## src/rtl/scsi_glue_pkg.sv

```systemverilog
package scsi_glue_pkg;

    localparam int HOST_AW_DEF = 8;
    localparam int PTR_W_DEF   = 32;
    localparam int BYTE_W      = 8;
    localparam int WORD_W      = 16;

    // stored control fields (bit1 and bits 7:5 of the written byte are dropped)
    typedef struct packed {
        logic led;
        logic dir_m2c;
        logic dma_en;
        logic irq_en;
    } ctrl_t;

    // visible status, msb first: interrupt-not, active, request
    typedef struct packed {
        logic irq_n;
        logic active;
        logic req;
    } stat_t;

    typedef enum logic {
        PH_HI = 1'b0,
        PH_LO = 1'b1
    } phase_e;

    function automatic logic [7:0] stat_byte(input stat_t s);
        return {s, 5'b00000};
    endfunction

endpackage

```

## src/rtl/scsi_glue_regs.sv

```systemverilog
module scsi_glue_regs
    import scsi_glue_pkg::*;
#(
    parameter int HOST_AW = HOST_AW_DEF,
    parameter int PTR_W   = PTR_W_DEF
) (
    input  logic               clk,
    input  logic               rst,
    input  logic               host_wr,
    input  logic [HOST_AW-1:0] host_addr,
    input  logic [7:0]         host_wdata,
    output logic [7:0]         host_rdata,
    input  logic               chip_irq,
    input  logic               ptr_inc,
    output logic [PTR_W-1:0]   ptr_o,
    output logic               run_o,
    output logic               dir_m2c_o,
    output logic               led_o,
    output logic               board_irq,
    output logic               drst_o
);
    localparam int BYTES  = PTR_W / BYTE_W;
    localparam int LANE_W = $clog2(BYTES);
    localparam int CNT_W  = $clog2(BYTES + 1);
    localparam logic [HOST_AW-1:0] CTRL_A = {2'b01, {(HOST_AW-2){1'b0}}};
    localparam logic [HOST_AW-1:0] DRST_A = {2'b10, {(HOST_AW-2){1'b0}}};

    ctrl_t             ctrl_q, ctrl_new;
    logic [PTR_W-1:0]  ptr_q, ptr_d;
    logic [CNT_W-1:0]  cnt_q;
    logic              run_q, irq_q;
    logic              sel_load, sel_ctrl, sel_drst, load_done;
    logic [BYTES-1:0]  lane_hit;
    stat_t             stat;

    assign sel_load  = host_wr && (host_addr[HOST_AW-1:HOST_AW-2] == 2'b00);
    assign sel_ctrl  = host_wr && (host_addr == CTRL_A);
    assign sel_drst  = host_wr && (host_addr == DRST_A);
    assign load_done = sel_load && (cnt_q == CNT_W'(1));

    assign ctrl_new = '{led:     host_wdata[4],
                        dir_m2c: host_wdata[3],
                        dma_en:  host_wdata[2],
                        irq_en:  host_wdata[0]};

    generate
        for (genvar g = 0; g < BYTES; g++) begin : g_lane
            assign lane_hit[g] = sel_load && (host_addr[LANE_W-1:0] == LANE_W'(g));
        end
    endgenerate

    always_comb begin
        ptr_d = ptr_q;
        if (sel_drst) begin
            ptr_d = '0;
        end else if (sel_load) begin
            for (int i = 0; i < BYTES; i++) begin
                if (lane_hit[i]) ptr_d[PTR_W-1-BYTE_W*i -: BYTE_W] = host_wdata;
            end
        end else if (ptr_inc) begin
            ptr_d = ptr_q + PTR_W'(2);
        end
    end

    always_ff @(posedge clk) begin
        if (rst) begin
            ctrl_q <= '0;
            ptr_q  <= '0;
            cnt_q  <= '0;
            run_q  <= 1'b0;
            irq_q  <= 1'b0;
        end else begin
            ptr_q <= ptr_d;
            irq_q <= chip_irq && ctrl_q.irq_en;
            if (sel_drst) begin
                cnt_q <= CNT_W'(BYTES);
                run_q <= 1'b0;
            end else if (sel_load) begin
                if (cnt_q != '0) cnt_q <= cnt_q - CNT_W'(1);
                if (load_done && ctrl_q.dma_en) run_q <= 1'b1;
            end else if (sel_ctrl) begin
                ctrl_q <= ctrl_new;
                if (!ctrl_q.dma_en && ctrl_new.dma_en) run_q <= 1'b1;
                else if (ctrl_q.dma_en && !ctrl_new.dma_en) run_q <= 1'b0;
            end
        end
    end

    assign stat       = '{irq_n: !irq_q, active: run_q, req: irq_q};
    assign host_rdata = (host_addr == CTRL_A) ? stat_byte(stat) : 8'h00;
    assign ptr_o      = ptr_q;
    assign run_o      = run_q;
    assign dir_m2c_o  = ctrl_q.dir_m2c;
    assign led_o      = ctrl_q.led;
    assign board_irq  = irq_q;
    assign drst_o     = sel_drst;

    AST_CNT_RANGE: assert property (@(posedge clk) disable iff (rst)
        cnt_q <= CNT_W'(BYTES));
    AST_START_NEEDS_EN: assert property (@(posedge clk) disable iff (rst)
        $rose(run_q) |-> ctrl_q.dma_en);
    AST_STOP_ON_CLEAR: assert property (@(posedge clk) disable iff (rst)
        $fell(ctrl_q.dma_en) |-> !run_q);
    AST_IRQ_NEEDS_EN: assert property (@(posedge clk) disable iff (rst)
        irq_q |-> $past(ctrl_q.irq_en));
    AST_PTR_STEP: assert property (@(posedge clk) disable iff (rst)
        (ptr_inc && !sel_load && !sel_drst) |=> ptr_q == $past(ptr_q) + PTR_W'(2));

endmodule

```

## src/rtl/scsi_glue_xfer.sv

```systemverilog
module scsi_glue_xfer
    import scsi_glue_pkg::*;
(
    input  logic              clk,
    input  logic              rst,
    input  logic              run,
    input  logic              dir_m2c,
    input  logic              clr,
    input  logic              chip_req,
    input  logic              chip_dir,
    input  logic              chip_last,
    input  logic [BYTE_W-1:0] chip_wdata,
    output logic              chip_ack,
    output logic [BYTE_W-1:0] chip_rdata,
    input  logic [WORD_W-1:0] mem_rdata,
    output logic              mem_re,
    output logic              mem_we,
    output logic [1:0]        mem_be,
    output logic [WORD_W-1:0] mem_wdata,
    output logic              ptr_inc,
    output logic              err,
    output logic              done
);
    phase_e            phase_q;
    logic [BYTE_W-1:0] hold_q;
    logic              err_q, done_q;
    logic              accept, refuse;

    assign accept = run && chip_req && (chip_dir == dir_m2c);
    assign refuse = run && chip_req && (chip_dir != dir_m2c);

    always_comb begin
        chip_ack   = accept;
        chip_rdata = (phase_q == PH_LO) ? hold_q : mem_rdata[WORD_W-1:BYTE_W];
        mem_re     = 1'b0;
        mem_we     = 1'b0;
        mem_be     = 2'b00;
        mem_wdata  = '0;
        ptr_inc    = 1'b0;
        if (accept) begin
            if (dir_m2c) begin
                mem_re  = (phase_q == PH_HI);
                ptr_inc = (phase_q == PH_LO) || chip_last;
            end else if (phase_q == PH_LO) begin
                mem_we    = 1'b1;
                mem_be    = 2'b11;
                mem_wdata = {hold_q, chip_wdata};
                ptr_inc   = 1'b1;
            end else if (chip_last) begin
                mem_we    = 1'b1;
                mem_be    = 2'b10;
                mem_wdata = {chip_wdata, {BYTE_W{1'b0}}};
                ptr_inc   = 1'b1;
            end
        end
    end

    always_ff @(posedge clk) begin
        if (rst || clr) begin
            phase_q <= PH_HI;
            hold_q  <= '0;
            err_q   <= 1'b0;
            done_q  <= 1'b0;
        end else begin
            done_q <= accept && chip_last;
            if (refuse) err_q <= 1'b1;
            if (accept) begin
                if (phase_q == PH_HI && !chip_last) begin
                    phase_q <= PH_LO;
                    hold_q  <= dir_m2c ? mem_rdata[BYTE_W-1:0] : chip_wdata;
                end else begin
                    phase_q <= PH_HI;
                end
            end
        end
    end

    assign err  = err_q;
    assign done = done_q;

    AST_ACK_DIR_MATCH: assert property (@(posedge clk) disable iff (rst)
        chip_ack |-> (chip_dir == dir_m2c));
    AST_ERR_STICKY: assert property (@(posedge clk) disable iff (rst)
        (err_q && !clr) |=> err_q);
    AST_NO_IDLE_ACK: assert property (@(posedge clk) disable iff (rst)
        !run |-> !chip_ack);
    AST_ONE_MEM_OP: assert property (@(posedge clk) disable iff (rst)
        !(mem_re && mem_we));

endmodule

```

## src/rtl/scsi_dma_glue.sv

```systemverilog
module scsi_dma_glue
    import scsi_glue_pkg::*;
#(
    parameter int HOST_AW = HOST_AW_DEF,
    parameter int PTR_W   = PTR_W_DEF
) (
    input  logic               clk,
    input  logic               rst,
    input  logic               host_wr,
    input  logic [HOST_AW-1:0] host_addr,
    input  logic [7:0]         host_wdata,
    output logic [7:0]         host_rdata,
    input  logic               chip_irq,
    output logic               board_irq,
    output logic               led,
    input  logic               chip_req,
    input  logic               chip_dir,
    input  logic               chip_last,
    input  logic [7:0]         chip_wdata,
    output logic               chip_ack,
    output logic [7:0]         chip_rdata,
    output logic [PTR_W-1:0]   mem_addr,
    output logic               mem_re,
    input  logic [15:0]        mem_rdata,
    output logic               mem_we,
    output logic [1:0]         mem_be,
    output logic [15:0]        mem_wdata,
    output logic               dma_err,
    output logic               xfer_done
);
    logic [PTR_W-1:0] ptr;
    logic             run, dir_m2c, drst, ptr_inc;

    scsi_glue_regs #(.HOST_AW(HOST_AW), .PTR_W(PTR_W)) u_regs (
        .clk        (clk),
        .rst        (rst),
        .host_wr    (host_wr),
        .host_addr  (host_addr),
        .host_wdata (host_wdata),
        .host_rdata (host_rdata),
        .chip_irq   (chip_irq),
        .ptr_inc    (ptr_inc),
        .ptr_o      (ptr),
        .run_o      (run),
        .dir_m2c_o  (dir_m2c),
        .led_o      (led),
        .board_irq  (board_irq),
        .drst_o     (drst)
    );

    scsi_glue_xfer u_xfer (
        .clk        (clk),
        .rst        (rst),
        .run        (run),
        .dir_m2c    (dir_m2c),
        .clr        (drst),
        .chip_req   (chip_req),
        .chip_dir   (chip_dir),
        .chip_last  (chip_last),
        .chip_wdata (chip_wdata),
        .chip_ack   (chip_ack),
        .chip_rdata (chip_rdata),
        .mem_rdata  (mem_rdata),
        .mem_re     (mem_re),
        .mem_we     (mem_we),
        .mem_be     (mem_be),
        .mem_wdata  (mem_wdata),
        .ptr_inc    (ptr_inc),
        .err        (dma_err),
        .done       (xfer_done)
    );

    assign mem_addr = {ptr[PTR_W-1:1], 1'b0};

endmodule

```

## config.mk

```make
export PLATFORM = sky130hd
export DESIGN_NAME = scsi_dma_glue
export DESIGN_NICKNAME = d
export VERILOG_FILES = /design/src/rtl/scsi_glue_pkg.sv /design/src/rtl/scsi_glue_regs.sv /design/src/rtl/scsi_glue_xfer.sv /design/src/rtl/scsi_dma_glue.sv
export SDC_FILE = /design/constraint.sdc
export NUM_CORES = 1
export LEC_CHECK = 0
export BUFFER_PORTS_ARGS = -buffer_cell sky130_fd_sc_hd__buf_2
export CAP_MARGIN = 25
export CORE_MARGIN = 1.5
export CORE_UTILIZATION = 55
export DETAILED_ROUTE_END_ITERATION = 10
export PLACE_DENSITY = 0.82
export SKIP_LAST_GASP = 1
export SYNTH_ARGS = -nofsm -noshare
export SYNTH_HDL_FRONTEND = slang
export SYNTH_HIERARCHICAL = 1
export SYNTH_SLANG_ARGS = --single-unit
```

## constraint.sdc

```tcl
create_clock -name clk -period 7.71 [get_ports clk]
set_clock_uncertainty 0.1 [all_clocks]
set_input_delay 0.3855 -clock clk [delete_from_list [all_inputs] [get_ports clk]]
set_output_delay 0.3855 -clock clk [all_outputs]
set_load 0.05 [all_outputs]
```

## After elaboration in Yosys (flattened, before gate mapping)

Index checks and enable logic that the tools add are counted.

- Add/sub/neg operators: 2
- Multiply operators: 0
- Div/mod/pow operators: 0
- $lt $le $gt $ge: 0
- Equal/unequal tests: 13
- Shift-type cells: 0
- Muxes and demuxes: 34
- Bitwise gates (word level): 3
- Reduce and logical (&&, ||, !) cells: 41

Operators with widths:

| kind | count |
|---|---|
| 16-bit 2-to-1 mux | 4 |
| 32-bit 2-to-1 mux | 2 |
| 8-bit 2-to-1 mux | 7 |
| 32-bit by 2-bit adder with 32-bit output, second input constant | 1 |
| 1-bit logical AND | 17 |
| 1-bit 2-to-1 mux | 14 |
| 2-bit AND reduction | 7 |
| 2-bit inequality test, second input constant | 5 |
| 3-bit 2-to-1 mux | 3 |
| 8-bit by 7-bit equality test with 1-bit output, second input constant | 1 |
| 8-bit equality test, second input constant | 1 |
| 2-bit 2-to-1 mux | 4 |
| 2-bit nonzero test | 4 |
| 3-bit AND reduction | 2 |
| 3-bit nonzero test | 2 |
| 2-bit equality test, second input constant | 2 |
| 1-bit zero test | 4 |
| 2-bit zero test | 2 |
| 3-bit by 1-bit equality test with 1-bit output, second input constant | 1 |
| 1-bit NOT | 3 |
| 3-bit by 1-bit subtractor with 3-bit output, second input constant | 1 |
| 2-bit by 1-bit equality test with 1-bit output, second input constant | 1 |
| 1-bit logical OR | 2 |
| 2-bit OR reduction | 1 |
| 2 further kinds | 2 |

- Register bits: 52
- Bits in latches: 0
- Bits in writable memories: 0
- ROM bits: 0
- Bits of input ports: 47
- Output and inout bits: 73
- Word-level logic and storage cells: 109
- Memories: 0

## Depth between registers and ports, before layout

- Depth in word-level cells: 6
- Mapped depth: 9
- Gate-level depth less buffers: 7

## Cells and area by module

Netlist, hierarchy kept.

By module, submodules not included:

| module | times used | cells each | area an instance (um^2) | seq. area each (um^2) |
|---|---|---|---|---|
| scsi_glue_regs | 1 | 346 | 2,681.3 | 820.8 |
| scsi_glue_xfer | 1 | 115 | 863.3 | 220.2 |
| scsi_dma_glue | 1 | 2 | 11.3 | 0.0 |

## Worst setup path after synthesis

Ideal clock, no wire load.

- Kind: input to output
- Start: input port host_addr[3]
- End: output port host_rdata[7]
- Arrival time: 2.337 ns
- Data required time: 7.224 ns
- Path slack: 4.887 ns
- Cell stages on the path: 3
- Path buffers: 0
- Cell sequence: nor4_1 > nand2_1 > nor4_1

- Word-level cells in the longest chain between the ends: 2

Ends and longest elaborated chain:

| element | RTL line | text |
|---|---|---|
| start, declared | scsi_dma_glue.sv:10 | `input logic [HOST_AW-1:0] host_addr,` |
| 8-bit by 7-bit equality test with 1-bit output | scsi_glue_regs.sv:90 | `assign host_rdata = (host_addr == CTRL_A) ? stat_byte(stat) : 8'h00;` |
| 8-bit 2-to-1 mux | scsi_glue_regs.sv:90 |  |
| end, declared | scsi_dma_glue.sv:12 | `output logic [7:0] host_rdata,` |

No other way between the ends.

## Final worst setup path

- Start: register u_regs.ctrl_q, in the netlist u_regs/dir_m2c_o
- End: register u_regs.ptr_q[16] (netlist: u_regs/ptr_o[16])

- Word-level cells in the longest chain between the ends: 5
- Elaborated cells on any way between the ends: 6
- Those cells by class: eq/ne: 1; mux: 2; reduce/logical: 3

Ends and longest elaborated chain:

| element | RTL line | text |
|---|---|---|
| start, declared | scsi_glue_regs.sv:28 | `ctrl_t ctrl_q, ctrl_new;` |
| start signal, assigned | scsi_glue_regs.sv:82 | `ctrl_q <= ctrl_new;` |
| 1-bit equality test | scsi_glue_xfer.sv:29 | `assign accept = run && chip_req && (chip_dir == dir_m2c);` |
| 1-bit logical AND | scsi_glue_xfer.sv:29 |  |
| 1-bit 2-to-1 mux * | scsi_glue_xfer.sv:40 | `if (accept) begin` |
| via ptr_inc | scsi_dma_glue.sv:32 | `logic run, dir_m2c, drst, ptr_inc;` |
| 2-bit nonzero test (no source line) * | - |  |
| 2-bit AND reduction (no source line) * | - |  |
| end signal, assigned | scsi_glue_regs.sv:73 | `ptr_q <= ptr_d;` |
| end, declared | scsi_glue_regs.sv:29 | `logic [PTR_W-1:0] ptr_q, ptr_d;` |

Mark *: on every way through the listed nets, which the timed path passes. The rest lies on a longest branch.
A chain may end at the register's enable or synchronous reset.

==> metrics.md <==
| Metric | Value |
|---|---|
| Outcome | `complete, no violations` |
| Drt first-iter violations | `266` |
| Max stage delay cell, worst path | `dfxtp_1` |
| Total Die Area | `6893 sq um` |
| Setup Buffers After CTS | `0` |
| Share of power burned in combinational logic | `18.8%` |
| Final nets | `600` |
| CTS root buf | `clkbuf_8` |
| Detailed-route via count | `3,895` |
| Max Buffers Root-to-Sink | `2` |
| Pint | `0.3604 mW` |
| 1st-pass router iterations | `5` |
| CP Cell Sequence | `xor2_1, nor3_1, inv_1, nor2_1, nand3_1, or4_2, a31oi_1` |
| Final routed DRC violation total | `0` |
| Placed cell area | `3974 sq um` |
| Delay of the slowest cell on the worst path | `0.77 ns` |
| Final critical path time including I/O delays and setup | `3.364 ns` |
| Leakage Power | `1.685 nW` |
| WL/cell | `16.39 um` |
| Horiz. Die Dim | `83.03 um` |
| Part of the total power dissipated in sequential elements | `52.0%` |
| Die extent in y | `83.03 um` |
| Setup Crit Path Kind | `reg -> reg` |
| Netlist Area Pre-Place | `3522 sq um` |
| Final WL | `10,240 um` |
| Number of H-tree levels | `2` |
| Clk Latency, worst-skew pair | `0.31 ns` |
| Ratio of final minimum period to clock period | `43.63%` |
| Detailed placement HPWL | `7502 um` |
| Worst hold path startpoint | `chip_irq` |
| Share of post-route cells with drive strength above 1 | `27.09%` |
| Transition at the pin with the smallest max-transition slack | `0.9777 ns` |
| Final hold vios | `0` |
| Remaining Overflow, GRT | `0` |
| Average instance area after synthesis | `7.657 sq um` |
| Hold WS | `0.2104 ns` |
| Worst IR Drop VDD | `80.74 uV` |
| CTS buffer count | `5` |
| Net Sw Power | `0.1721 mW` |
| Initial antenna violation count | `0` |
| Clock Sinks | `51` |
| Path class of the lowest-slack min-delay path | `in -> reg` |
| Cell area after layout | `4066 sq um` |
| Ant diodes | `0` |
| Sw Share | `32.31%` |
| Cell area power density | `130.9 nW/um^2` |
| # placed instances | `616` |
| Total of warnings raised by yosys | `6` |
| Wire length of the first global-routing pass | `16,680 um` |
| Clock network fraction of design power | `29.2%` |
| TritonCTS clock tree | `built` |
| Category of the worst setup path capture point | `register` |
| Instance count of the mapped netlist | `460` |
| Initial core utilization | `58.11%` |
| Core Box Area | `6061 sq um` |
| Max-slew violations | `0` |
| Headroom to the max-slew limit | `34.75%` |
| RSZ-0062 raised after global routing | `false` |
| Maximum clock rate | `0.2973 GHz` |
| # fillers | `511` |
| Required arrival time at the worst endpoint | `7.84 ns` |
| Clock-pin slew on the worst setup and hold paths | `0.10 ns` |
| Ratio of routed vias to standard cells | `6.232` |
| Area grow syn2layout | `15.45%` |
| Critical path startpoint | `u_regs/dir_m2c_o$_SDFFE_PP0P_` |
| Weighted congestion at the end of routability-driven global placement | `0.9365` |
| Via count of the first global-routing pass | `3,371` |
| Crit start category | `register` |
| Post-Route Setup TNS | `0 ns` |
| Port bufs | `113` |
| Number of top-level pins | `120` |
| Maximum number of pins on one net before global-route repair | `36` |
| Worst Path Max Fanout | `13` |
| CP arrival | `3.50 ns` |
| Cts-stage hold buffer count | `0` |
| FP Rows | `28` |
| Max-cap check violation count | `0` |
| Final setup violation count | `0` |
| Number of nets with antenna violations after routing | `0` |
| Number of standard cells in the layout, taps in and fillers out | `625` |
| R2R Path Start | `u_regs/dir_m2c_o$_SDFFE_PP0P_` |
| Aggregate global-route resource usage | `28.59%` |
| Minimum setup slack among reg-to-reg paths | `4.35 ns` |
| Post_cts resized | `0` |
-- power groups by stage --
stage	sequential (mW)	combinational (mW)	clock (mW)
after floorplan	0.295	0.0576	0
after global placement	0.283	0.0972	0
after detailed placement	0.283	0.0986	0
after CTS	0.277	0.0988	0.157
after global routing	0.278	0.107	0.169
final	0.277	0.100	0.155
-- final timing paths --
path                                   end  cells after the start
min            u_regs/board_irq$_SDFF_PP0_                      2
max          u_regs/ptr_o[16]$_SDFFE_PP0P_                      7
min reg2reg        u_xfer/err$_SDFFE_PP0P_                      2
max reg2reg  u_regs/ptr_o[16]$_SDFFE_PP0P_                      7
-- per-layer routing --
| layer | up-vias | global-route usage (%) | wire [um] | part of all wire [%] |
|---|---|---|---|---|
| met2 | 232 | 46.64 | 4705 | 46 |
| met1 | 1794 | 38.24 | 4319 | 42 |
| li1 | 1848 | - | - | - |
| met3 | 21 | 5.666 | 1008 | 9.8 |
| met4 | 0 | 8.485 | 209 | 2.0 |
| met5 | - | 0 | 0 | 0 |
-- critical path, delay by kind of cell (launching register included) --
| kind | cells | cell delay (ns) |
|---|---|---|
| buf+inv | 1 | 0.21 |
| xor+xnor | 1 | 0.29 |
| compound gates | 1 | 0.18 |
| simple gates | 4 | 1.73 |
| flops | 1 | 0.77 |
-- state kept, by name, summed over array words and instances (netlist names) --
| register | cells |
|---|---|
| u_xfer/err | 1 |
| u_regs/run_o | 1 |
| u_xfer/hold_q | 8 |
| u_xfer/phase_q | 1 |
| u_regs/cnt_q | 3 |
| u_regs/ptr_o | 31 |
| u_xfer/done | 1 |
| u_regs/dir_m2c_o | 1 |
| u_regs/board_irq | 1 |
| u_regs/ctrl_q | 2 |
| u_regs/led_o | 1 |
-- cell usage in the layout (no fill, tap or decap), types with 4 or more instances in the layout --
cell / count
buf_2: 113
a311oi_1: 4
mux2i_1: 18
and4_1: 6
nor3_1: 14
a211oi_1: 10
conb_1: 6
nor4_1: 5
or2_2: 4
o21ai_0: 29
a31oi_1: 10
o22ai_1: 6
inv_1: 19
a21oi_1: 36
and2_1: 20
nand2_1: 58
ha_1: 4
nand3_1: 21
dfxtp_1: 51
nand4_1: 11
clkbuf_8: 5
a211oi_2: 8
nor2_1: 30
-- metrics by stage --
stage / worst slack, ns / util [%] / power [mW]
2_1_floorplan: 4.887 / - / 0.3527
3_3_place_gp: 4.580 / 65.57 / 0.3797
3_5_place_dp: 4.443 / 65.57 / 0.3813
4_1_cts: 4.432 / 66.97 / 0.5320
5_1_grt: 4.131 / 67.09 / 0.5545
6_report: 4.346 / 67.09 / 0.5324
-- layout make-up --
type	count	area, sq um	area share (%)
Multi-Input combinational cell	357	2215	54.46
Sequential cell	51	1021	25.11
Timing Repair Buffer	115	580.6	14.28
Tap cell	75	93.84	2.308
Clock buffer	6	72.57	1.785
Inverter	19	71.32	1.754
Clock inverter	2	12.51	0.3077
(Power assumes the default switching activity.)
